`src/rtl/spf_pkg.sv`:
```
package spf_pkg;

   typedef enum logic [0:0] {
      MISMATCH_CLEAR = 1'b0,
      MISMATCH_DECAY = 1'b1
   } mismatch_e;

endpackage

```
`src/rtl/spf_table.sv`:
```
module spf_table #(
   parameter int IDX_W  = 4,
   parameter int TAG_W  = 26,
   parameter int ADDR_W = 32,
   parameter int CNT_W  = 2
) (
   input  logic              clk,
   input  logic              rst_n,
   input  logic [IDX_W-1:0]  rd_idx,
   output logic              rd_occ,
   output logic [TAG_W-1:0]  rd_tag,
   output logic [ADDR_W-1:0] rd_last,
   output logic [ADDR_W-1:0] rd_step,
   output logic [CNT_W-1:0]  rd_cnt,
   input  logic              wr_en,
   input  logic [IDX_W-1:0]  wr_idx,
   input  logic [TAG_W-1:0]  wr_tag,
   input  logic [ADDR_W-1:0] wr_last,
   input  logic [ADDR_W-1:0] wr_step,
   input  logic [CNT_W-1:0]  wr_cnt
);
   localparam int SLOTS = 1 << IDX_W;

   logic [SLOTS-1:0]  occ_q;
   logic [TAG_W-1:0]  tag_q  [SLOTS];
   logic [ADDR_W-1:0] last_q [SLOTS];
   logic [ADDR_W-1:0] step_q [SLOTS];
   logic [CNT_W-1:0]  cnt_q  [SLOTS];

   for (genvar s = 0; s < SLOTS; s++) begin : g_slot
      logic hit_wr;
      assign hit_wr = wr_en && (wr_idx == IDX_W'(s));

      always_ff @(posedge clk) begin
         if (!rst_n) begin
            occ_q[s] <= 1'b0;
         end else if (hit_wr) begin
            occ_q[s] <= 1'b1;
         end
      end

      always_ff @(posedge clk) begin
         if (hit_wr) begin
            tag_q[s]  <= wr_tag;
            last_q[s] <= wr_last;
            step_q[s] <= wr_step;
            cnt_q[s]  <= wr_cnt;
         end
      end
   end

   assign rd_occ  = occ_q[rd_idx];
   assign rd_tag  = tag_q[rd_idx];
   assign rd_last = last_q[rd_idx];
   assign rd_step = step_q[rd_idx];
   assign rd_cnt  = cnt_q[rd_idx];


   slot_fill_chk: assert property (@(posedge clk) disable iff (!rst_n)
      wr_en |=> occ_q[$past(wr_idx)]);

endmodule

```
`src/rtl/spf_train.sv`:
```
module spf_train
   import spf_pkg::*;
#(
   parameter int        PC_W     = 32,
   parameter int        ADDR_W   = 32,
   parameter int        IDX_W    = 4,
   parameter int        PC_LSB   = 2,
   parameter int        CNT_W    = 2,
   parameter int        CONF_MIN = 1,
   parameter int        DIST     = 2,
   parameter mismatch_e POLICY   = MISMATCH_CLEAR,
   localparam int       TAG_W    = PC_W - PC_LSB - IDX_W
) (
   input  logic              acc_vld,
   input  logic [PC_W-1:0]   acc_pc,
   input  logic [ADDR_W-1:0] acc_addr,
   output logic [IDX_W-1:0]  idx,
   input  logic              rd_occ,
   input  logic [TAG_W-1:0]  rd_tag,
   input  logic [ADDR_W-1:0] rd_last,
   input  logic [ADDR_W-1:0] rd_step,
   input  logic [CNT_W-1:0]  rd_cnt,
   output logic              wr_en,
   output logic [TAG_W-1:0]  wr_tag,
   output logic [ADDR_W-1:0] wr_last,
   output logic [ADDR_W-1:0] wr_step,
   output logic [CNT_W-1:0]  wr_cnt,
   output logic              tag_hit,
   output logic              cand_vld,
   output logic [ADDR_W-1:0] cand_addr
);
   localparam logic [CNT_W-1:0]  CNT_TOP = {CNT_W{1'b1}};
   localparam logic [CNT_W-1:0]  CNT_MIN = CNT_W'(CONF_MIN);
   localparam logic [ADDR_W-1:0] DIST_V  = ADDR_W'(DIST);

   logic [TAG_W-1:0]  pc_tag;
   logic [ADDR_W-1:0] new_step;
   logic              step_same;
   logic [CNT_W-1:0]  cnt_up;
   logic [CNT_W-1:0]  cnt_bad;

   assign idx       = acc_pc[PC_LSB +: IDX_W];
   assign pc_tag    = acc_pc[PC_W-1 -: TAG_W];
   assign tag_hit   = rd_occ && (rd_tag == pc_tag);
   assign new_step  = acc_addr - rd_last;
   assign step_same = (new_step == rd_step);
   assign cnt_up    = (rd_cnt == CNT_TOP) ? CNT_TOP : rd_cnt + 1'b1;

   if (POLICY == MISMATCH_DECAY) begin : g_decay
      assign cnt_bad = (rd_cnt == '0) ? '0 : rd_cnt - 1'b1;
   end else begin : g_clear
      assign cnt_bad = '0;
   end

   always_comb begin
      wr_en   = acc_vld;
      wr_tag  = pc_tag;
      wr_last = acc_addr;
      if (tag_hit) begin
         wr_step = new_step;
         wr_cnt  = step_same ? cnt_up : cnt_bad;
      end else begin
         wr_step = '0;
         wr_cnt  = '0;
      end
   end

   assign cand_vld  = acc_vld && tag_hit && step_same && (new_step != '0)
                      && (wr_cnt > CNT_MIN);
   assign cand_addr = acc_addr + new_step * DIST_V;

endmodule

```
`src/rtl/spf_issue.sv`:
```
module spf_issue #(
   parameter int ADDR_W = 32
) (
   input  logic              clk,
   input  logic              rst_n,
   input  logic              cand_vld,
   input  logic [ADDR_W-1:0] cand_addr,
   output logic              pf_vld,
   input  logic              pf_rdy,
   output logic [ADDR_W-1:0] pf_addr
);
   logic take;

   assign take = cand_vld && (!pf_vld || pf_rdy);

   always_ff @(posedge clk) begin
      if (!rst_n) begin
         pf_vld  <= 1'b0;
         pf_addr <= '0;
      end else if (take) begin
         pf_vld  <= 1'b1;
         pf_addr <= cand_addr;
      end else if (pf_rdy) begin
         pf_vld  <= 1'b0;
      end
   end


   hold_stall_chk: assert property (@(posedge clk) disable iff (!rst_n)
      pf_vld && !pf_rdy |=> pf_vld && $stable(pf_addr));

endmodule

```
`src/rtl/pc_stride_prefetcher.sv`:
```
module pc_stride_prefetcher
   import spf_pkg::*;
#(
   parameter int        PC_W     = 32,
   parameter int        ADDR_W   = 32,
   parameter int        IDX_W    = 4,
   parameter int        PC_LSB   = 2,
   parameter int        CNT_W    = 2,
   parameter int        CONF_MIN = 1,
   parameter int        DIST     = 2,
   parameter mismatch_e POLICY   = MISMATCH_CLEAR
) (
   input  logic              clk,
   input  logic              rst_n,
   input  logic              acc_vld,
   input  logic [PC_W-1:0]   acc_pc,
   input  logic [ADDR_W-1:0] acc_addr,
   output logic              pf_vld,
   input  logic              pf_rdy,
   output logic [ADDR_W-1:0] pf_addr
);
   localparam int TAG_W   = PC_W - PC_LSB - IDX_W;
   localparam int CNT_TOP = (1 << CNT_W) - 1;

   if (TAG_W < 1) begin : g_bad_tag
      $error("PC too narrow for index and alignment");
   end
   if (CONF_MIN < 0 || CONF_MIN >= CNT_TOP) begin : g_bad_conf
      $error("CONF_MIN must lie below the counter maximum");
   end
   if (DIST < 1) begin : g_bad_dist
      $error("DIST must be at least one");
   end
   if (IDX_W < 1 || IDX_W > 10) begin : g_bad_idx
      $error("IDX_W out of range");
   end

   logic [IDX_W-1:0]  idx;
   logic              rd_occ;
   logic [TAG_W-1:0]  rd_tag;
   logic [ADDR_W-1:0] rd_last;
   logic [ADDR_W-1:0] rd_step;
   logic [CNT_W-1:0]  rd_cnt;
   logic              wr_en;
   logic [TAG_W-1:0]  wr_tag;
   logic [ADDR_W-1:0] wr_last;
   logic [ADDR_W-1:0] wr_step;
   logic [CNT_W-1:0]  wr_cnt;
   logic              tag_hit;
   logic              cand_vld;
   logic [ADDR_W-1:0] cand_addr;

   spf_table #(
      .IDX_W(IDX_W), .TAG_W(TAG_W), .ADDR_W(ADDR_W), .CNT_W(CNT_W)
   ) u_table (
      .clk(clk), .rst_n(rst_n),
      .rd_idx(idx), .rd_occ(rd_occ), .rd_tag(rd_tag), .rd_last(rd_last),
      .rd_step(rd_step), .rd_cnt(rd_cnt),
      .wr_en(wr_en), .wr_idx(idx), .wr_tag(wr_tag), .wr_last(wr_last),
      .wr_step(wr_step), .wr_cnt(wr_cnt)
   );

   spf_train #(
      .PC_W(PC_W), .ADDR_W(ADDR_W), .IDX_W(IDX_W), .PC_LSB(PC_LSB),
      .CNT_W(CNT_W), .CONF_MIN(CONF_MIN), .DIST(DIST), .POLICY(POLICY)
   ) u_train (
      .acc_vld(acc_vld), .acc_pc(acc_pc), .acc_addr(acc_addr), .idx(idx),
      .rd_occ(rd_occ), .rd_tag(rd_tag), .rd_last(rd_last),
      .rd_step(rd_step), .rd_cnt(rd_cnt),
      .wr_en(wr_en), .wr_tag(wr_tag), .wr_last(wr_last),
      .wr_step(wr_step), .wr_cnt(wr_cnt),
      .tag_hit(tag_hit), .cand_vld(cand_vld), .cand_addr(cand_addr)
   );

   spf_issue #(.ADDR_W(ADDR_W)) u_issue (
      .clk(clk), .rst_n(rst_n),
      .cand_vld(cand_vld), .cand_addr(cand_addr),
      .pf_vld(pf_vld), .pf_rdy(pf_rdy), .pf_addr(pf_addr)
   );


   req_cause_chk: assert property (@(posedge clk) disable iff (!rst_n)
      $rose(pf_vld) |-> $past(acc_vld));


   miss_quiet_chk: assert property (@(posedge clk) disable iff (!rst_n)
      acc_vld && !tag_hit && !pf_vld |=> !pf_vld);

endmodule

```
`config.mk`:
```
export PLATFORM = sky130hd
export DESIGN_NAME = pc_stride_prefetcher
export DESIGN_NICKNAME = d
export VERILOG_FILES = /design/src/rtl/spf_pkg.sv /design/src/rtl/spf_table.sv /design/src/rtl/spf_train.sv /design/src/rtl/spf_issue.sv /design/src/rtl/pc_stride_prefetcher.sv
export SDC_FILE = /design/constraint.sdc
export NUM_CORES = 2
export LEC_CHECK = 0
export BUFFER_PORTS_ARGS = -buffer_cell sky130_fd_sc_hd__buf_2
export CORE_UTILIZATION = 50
export CTS_BUF_LIST = sky130_fd_sc_hd__clkbuf_4
export CTS_CLUSTER_DIAMETER = 50
export DETAILED_ROUTE_END_ITERATION = 10
export PLACE_DENSITY_LB_ADDON = 0.2
export SLEW_MARGIN = 40
export SYNTH_ARGS = -nofsm -noshare
export SYNTH_HDL_FRONTEND = slang
export SYNTH_SLANG_ARGS = --single-unit
```
`constraint.sdc`:
```
create_clock -name clk -period 8.7 [get_ports clk]
set_input_delay 1.74 -clock clk [delete_from_list [all_inputs] [get_ports clk]]
set_output_delay 1.74 -clock clk [all_outputs]
set_load 0.1 [all_outputs]
```
==> metrics.txt <==
VDD IR-drop max=0.150 mV; synth warn=0; CTS Buffer Depth=4; Sink Count=1521; worst-margin pin slew=0.840 ns; P per Cell Area=223 nW/um2; GR met2 Demand/Resource=0.394; Slew headroom=0.440; CP endpoint kind=flop; CTS tree=done; Cell Count, Final, Fillers Out=5593; post-synthesis compound-gate area fraction=0.0349; Via density=6.04; Iteration-0 DRC Markers=3332; post-DP HPWL=87400 um; hold_buf cts=0; setup violators final=0; post-detailed-route count of antenna-violating nets=0; first-pass GRT wire length=228000 um; Post-CTS Setup Bufs=0; RePlAce Congestion=0.928; # Max-Cap Violations=0; Worst-path clk slew=0.06 ns; post-synthesis mux area share=0.167; fin nets=3809; drt wl/cell=27.6 um; fin crit share=0.839; Crit path largest cell delay=0.57 ns; Die Ht=357 um; RSZ-0062 raised after global routing=false; CP Class=primary input to flop; Critical path buffers and inverters=5; post-synthesis adder-cell area fraction=0.0135; Starting Density=0.507; Arr. time, crit path=8.37 ns; Die X=357 um; Rows=129; Top Usage Layer GRT=met2; Clock Latency Late Sink=1.31 ns; number of global-route vias before repair=35500; FILL cells=9373; Fin Setup TNS=0 ns; met3 Usage GRT=0.0547; crit-path cells=buf_8 > buf_16 > mux4_2 > mux4_2 > inv_1 > ha_1 > a21o_1 > a311oi_1 > o21a_1 > xor2_1 > inv_1 > xnor2_1 > o211ai_1 > or4_1 > or4b_1 > or4_1 > nor4_2 > nand4_1 > a21oi_2 > buf_4; Synth cell types=96; P_leak=24.9 nW; DR vias=33800; Crit path max-delay family=simple AND/OR/NAND/NOR gates; Routed WL=154000 um; cts bufs inserted=394; CP max FO=43; root buffer cell=clkbuf_4; ys flop type=edfxtp_1; f_max=137 MHz; largest net degree at the start of global routing=113; crit path time final=7.30 ns; placed insts=4910; Post-Syn Nets=3348; # port buffers=98; Post-Synthesis Cells=3213; Synth top area share=0.701; asr flop ratio synth=0; Seq/Total Area, Yosys=0.716; core area=124000 um2; GRT overflow=0; worst hold path class=flop to flop; DRC viols=0; Synth Register Bits=1521; die area=128000 um2; Slew Viols, Final=0; Post-Synth Simple-Gate Area=0.0351; final hold slack=0.453 ns; global-route usage over all layers=0.247; met1 Use GR=0.342; htree depth=5; I/O pin cnt=101; post-CTS resize count=0; largest family of logic cells by synthesized area=multiplexers; Core Util, Final=0.572; Synth Area in XOR/XNOR=0.0144; critical path depth=20; Hold Vio Cnt, Final=0; fraction of layout cells with a size suffix above 1=0.328; Syn Area/Cell=19.6 um2; run status=finished clean; Yosys top cell by area=edfxtp_1; area delta synth->final=12.9%; slowest CP cell=mux4_2; number of flops mapped to enable cells by yosys=1472; clock skew=0.133 ns; Cell Area, Synth=63100 um2; Pre-Repair DR Iteration Count=6; Min-Delay Path Depth=2; initial antenna violation count=10; required time of the critical path=9.77 ns; Worst R2R Path Depth=18; leading post-synthesis cells by cell area=edfxtp_1 70%, mux4_2 14%, mux2i_1 1.7%, dfxtp_1 1.6%, ha_1 1.3%; CP Launch Type=primary input
-- worst register-to-register path, delay by kind of cell (launching register included) --
family / cells / cell delay (ns)
AOI/OAI and AO/OA: 5 / 1.28
DFF: 1 / 0.36
and+or+nand+nor: 5 / 2.08
xor gates and xnor gates: 2 / 0.72
buffers and inverters: 3 / 0.56
muxes: 2 / 0.98
adders and majority gates: 1 / 0.29
-- layout by cell type, fill, tap and decap left out, types with 15 or more instances in the layout --
master,instances
nand2_1,132
xor2_1,29
ha_1,65
buf_2,94
o21ai_0,35
dfxtp_1,49
clkinv_1,64
a21o_1,31
a211oi_1,19
nand4_1,16
mux4_2,386
xnor2_1,65
buf_4,70
mux2i_1,110
nor2_1,81
a22oi_1,15
a21oi_1,58
nand3_1,34
buf_12,25
nor3_1,26
inv_1,84
edfxtp_1,1472
mux2_2,22
nor2_4,16
and2_1,25
nor2_2,18
mux4_1,18
clkbuf_4,590
-- sequential cells by signal, indices dropped and copies added, names as in the netlist --
signal / cells
u_table.cnt_q: 32
u_table.occ_q: 16
u_table.tag_q: 416
u_table.step_q: 512
u_issue.pf_addr: 32
u_issue.pf_vld: 1
u_table.last_q: 512
-- synth_stat cells (31+ instances only) --
library cell / instances
inv_1: 84
nand3_1: 34
ha_1: 65
xnor2_1: 65
nor2_1: 115
clkbuf_1: 64
edfxtp_1: 1472
a21o_1: 31
o21ai_0: 35
a21oi_1: 60
mux2i_1: 110
mux4_2: 386
nand2_1: 132
dfxtp_1: 49
-- metal layers --
layer	vias to the layer above	share of wire
met5	-	0.00018
met4	4	0.020
li1	14500	-
met3	217	0.074
met2	1421	0.49
met1	17700	0.42
-- power breakdown --
| group | internal [mW] | switching [mW] |
|---|---|---|
| Combinational | 0.700 | 1.14 |
| Sequential | 8.09 | 0.0221 |
| Clock | 3.16 | 2.74 |
| Total | 12.0 | 3.90 |
-- layout make-up --
class | instances | area [um2] | area share
multi-input combinational | 1461 | 16900 | 0.237
clock inverter | 82 | 403 | 0.00566
antenna | 6 | 15.0 | 0.000211
inverter | 87 | 332 | 0.00466
clock buffer | 590 | 4430 | 0.0622
sequential | 1521 | 45200 | 0.635
tap | 1637 | 2050 | 0.0288
timing repair buffer | 209 | 1890 | 0.0266
-- through the flow --
stage / area, um2 / worst slack [ns] / power (mW)
detailed placement: 66200 / 0.282 / 10.1
floorplan: 63100 / -0.0585 / 9.45
global route: 71200 / 1.30 / 16.5
global placement: 66000 / 0.413 / 10.0
CTS: 71000 / 1.66 / 16.0
finish: 71200 / 1.40 / 15.9
-- path summary, 6_finish.rpt --
check	startpoint	end	slack, ns
max	acc_pc[2]	u_table.cnt_q[9][0]$_DFFE_PP_	1.40
min reg2reg	u_issue.pf_addr[12]$_SDFFE_PN0P_	u_issue.pf_addr[12]$_SDFFE_PN0P_	0.45
min	u_issue.pf_addr[12]$_SDFFE_PN0P_	u_issue.pf_addr[12]$_SDFFE_PN0P_	0.45
max reg2reg	u_table.last_q[11][2]$_DFFE_PP_	u_table.cnt_q[9][0]$_DFFE_PP_	2.23
-- cells by family after synthesis --
| kind of cell | Yosys count |
|---|---|
| adder cells (fa/ha/maj) | 67 |
| XOR/XNOR | 98 |
| multiplexers | 539 |
| buffers and inverters | 231 |
| flip-flops | 1521 |
| AO/OA/AOI/OAI | 306 |
| AND/OR/NAND/NOR | 451 |
Note: power is estimated with default switching activity, not from simulation.
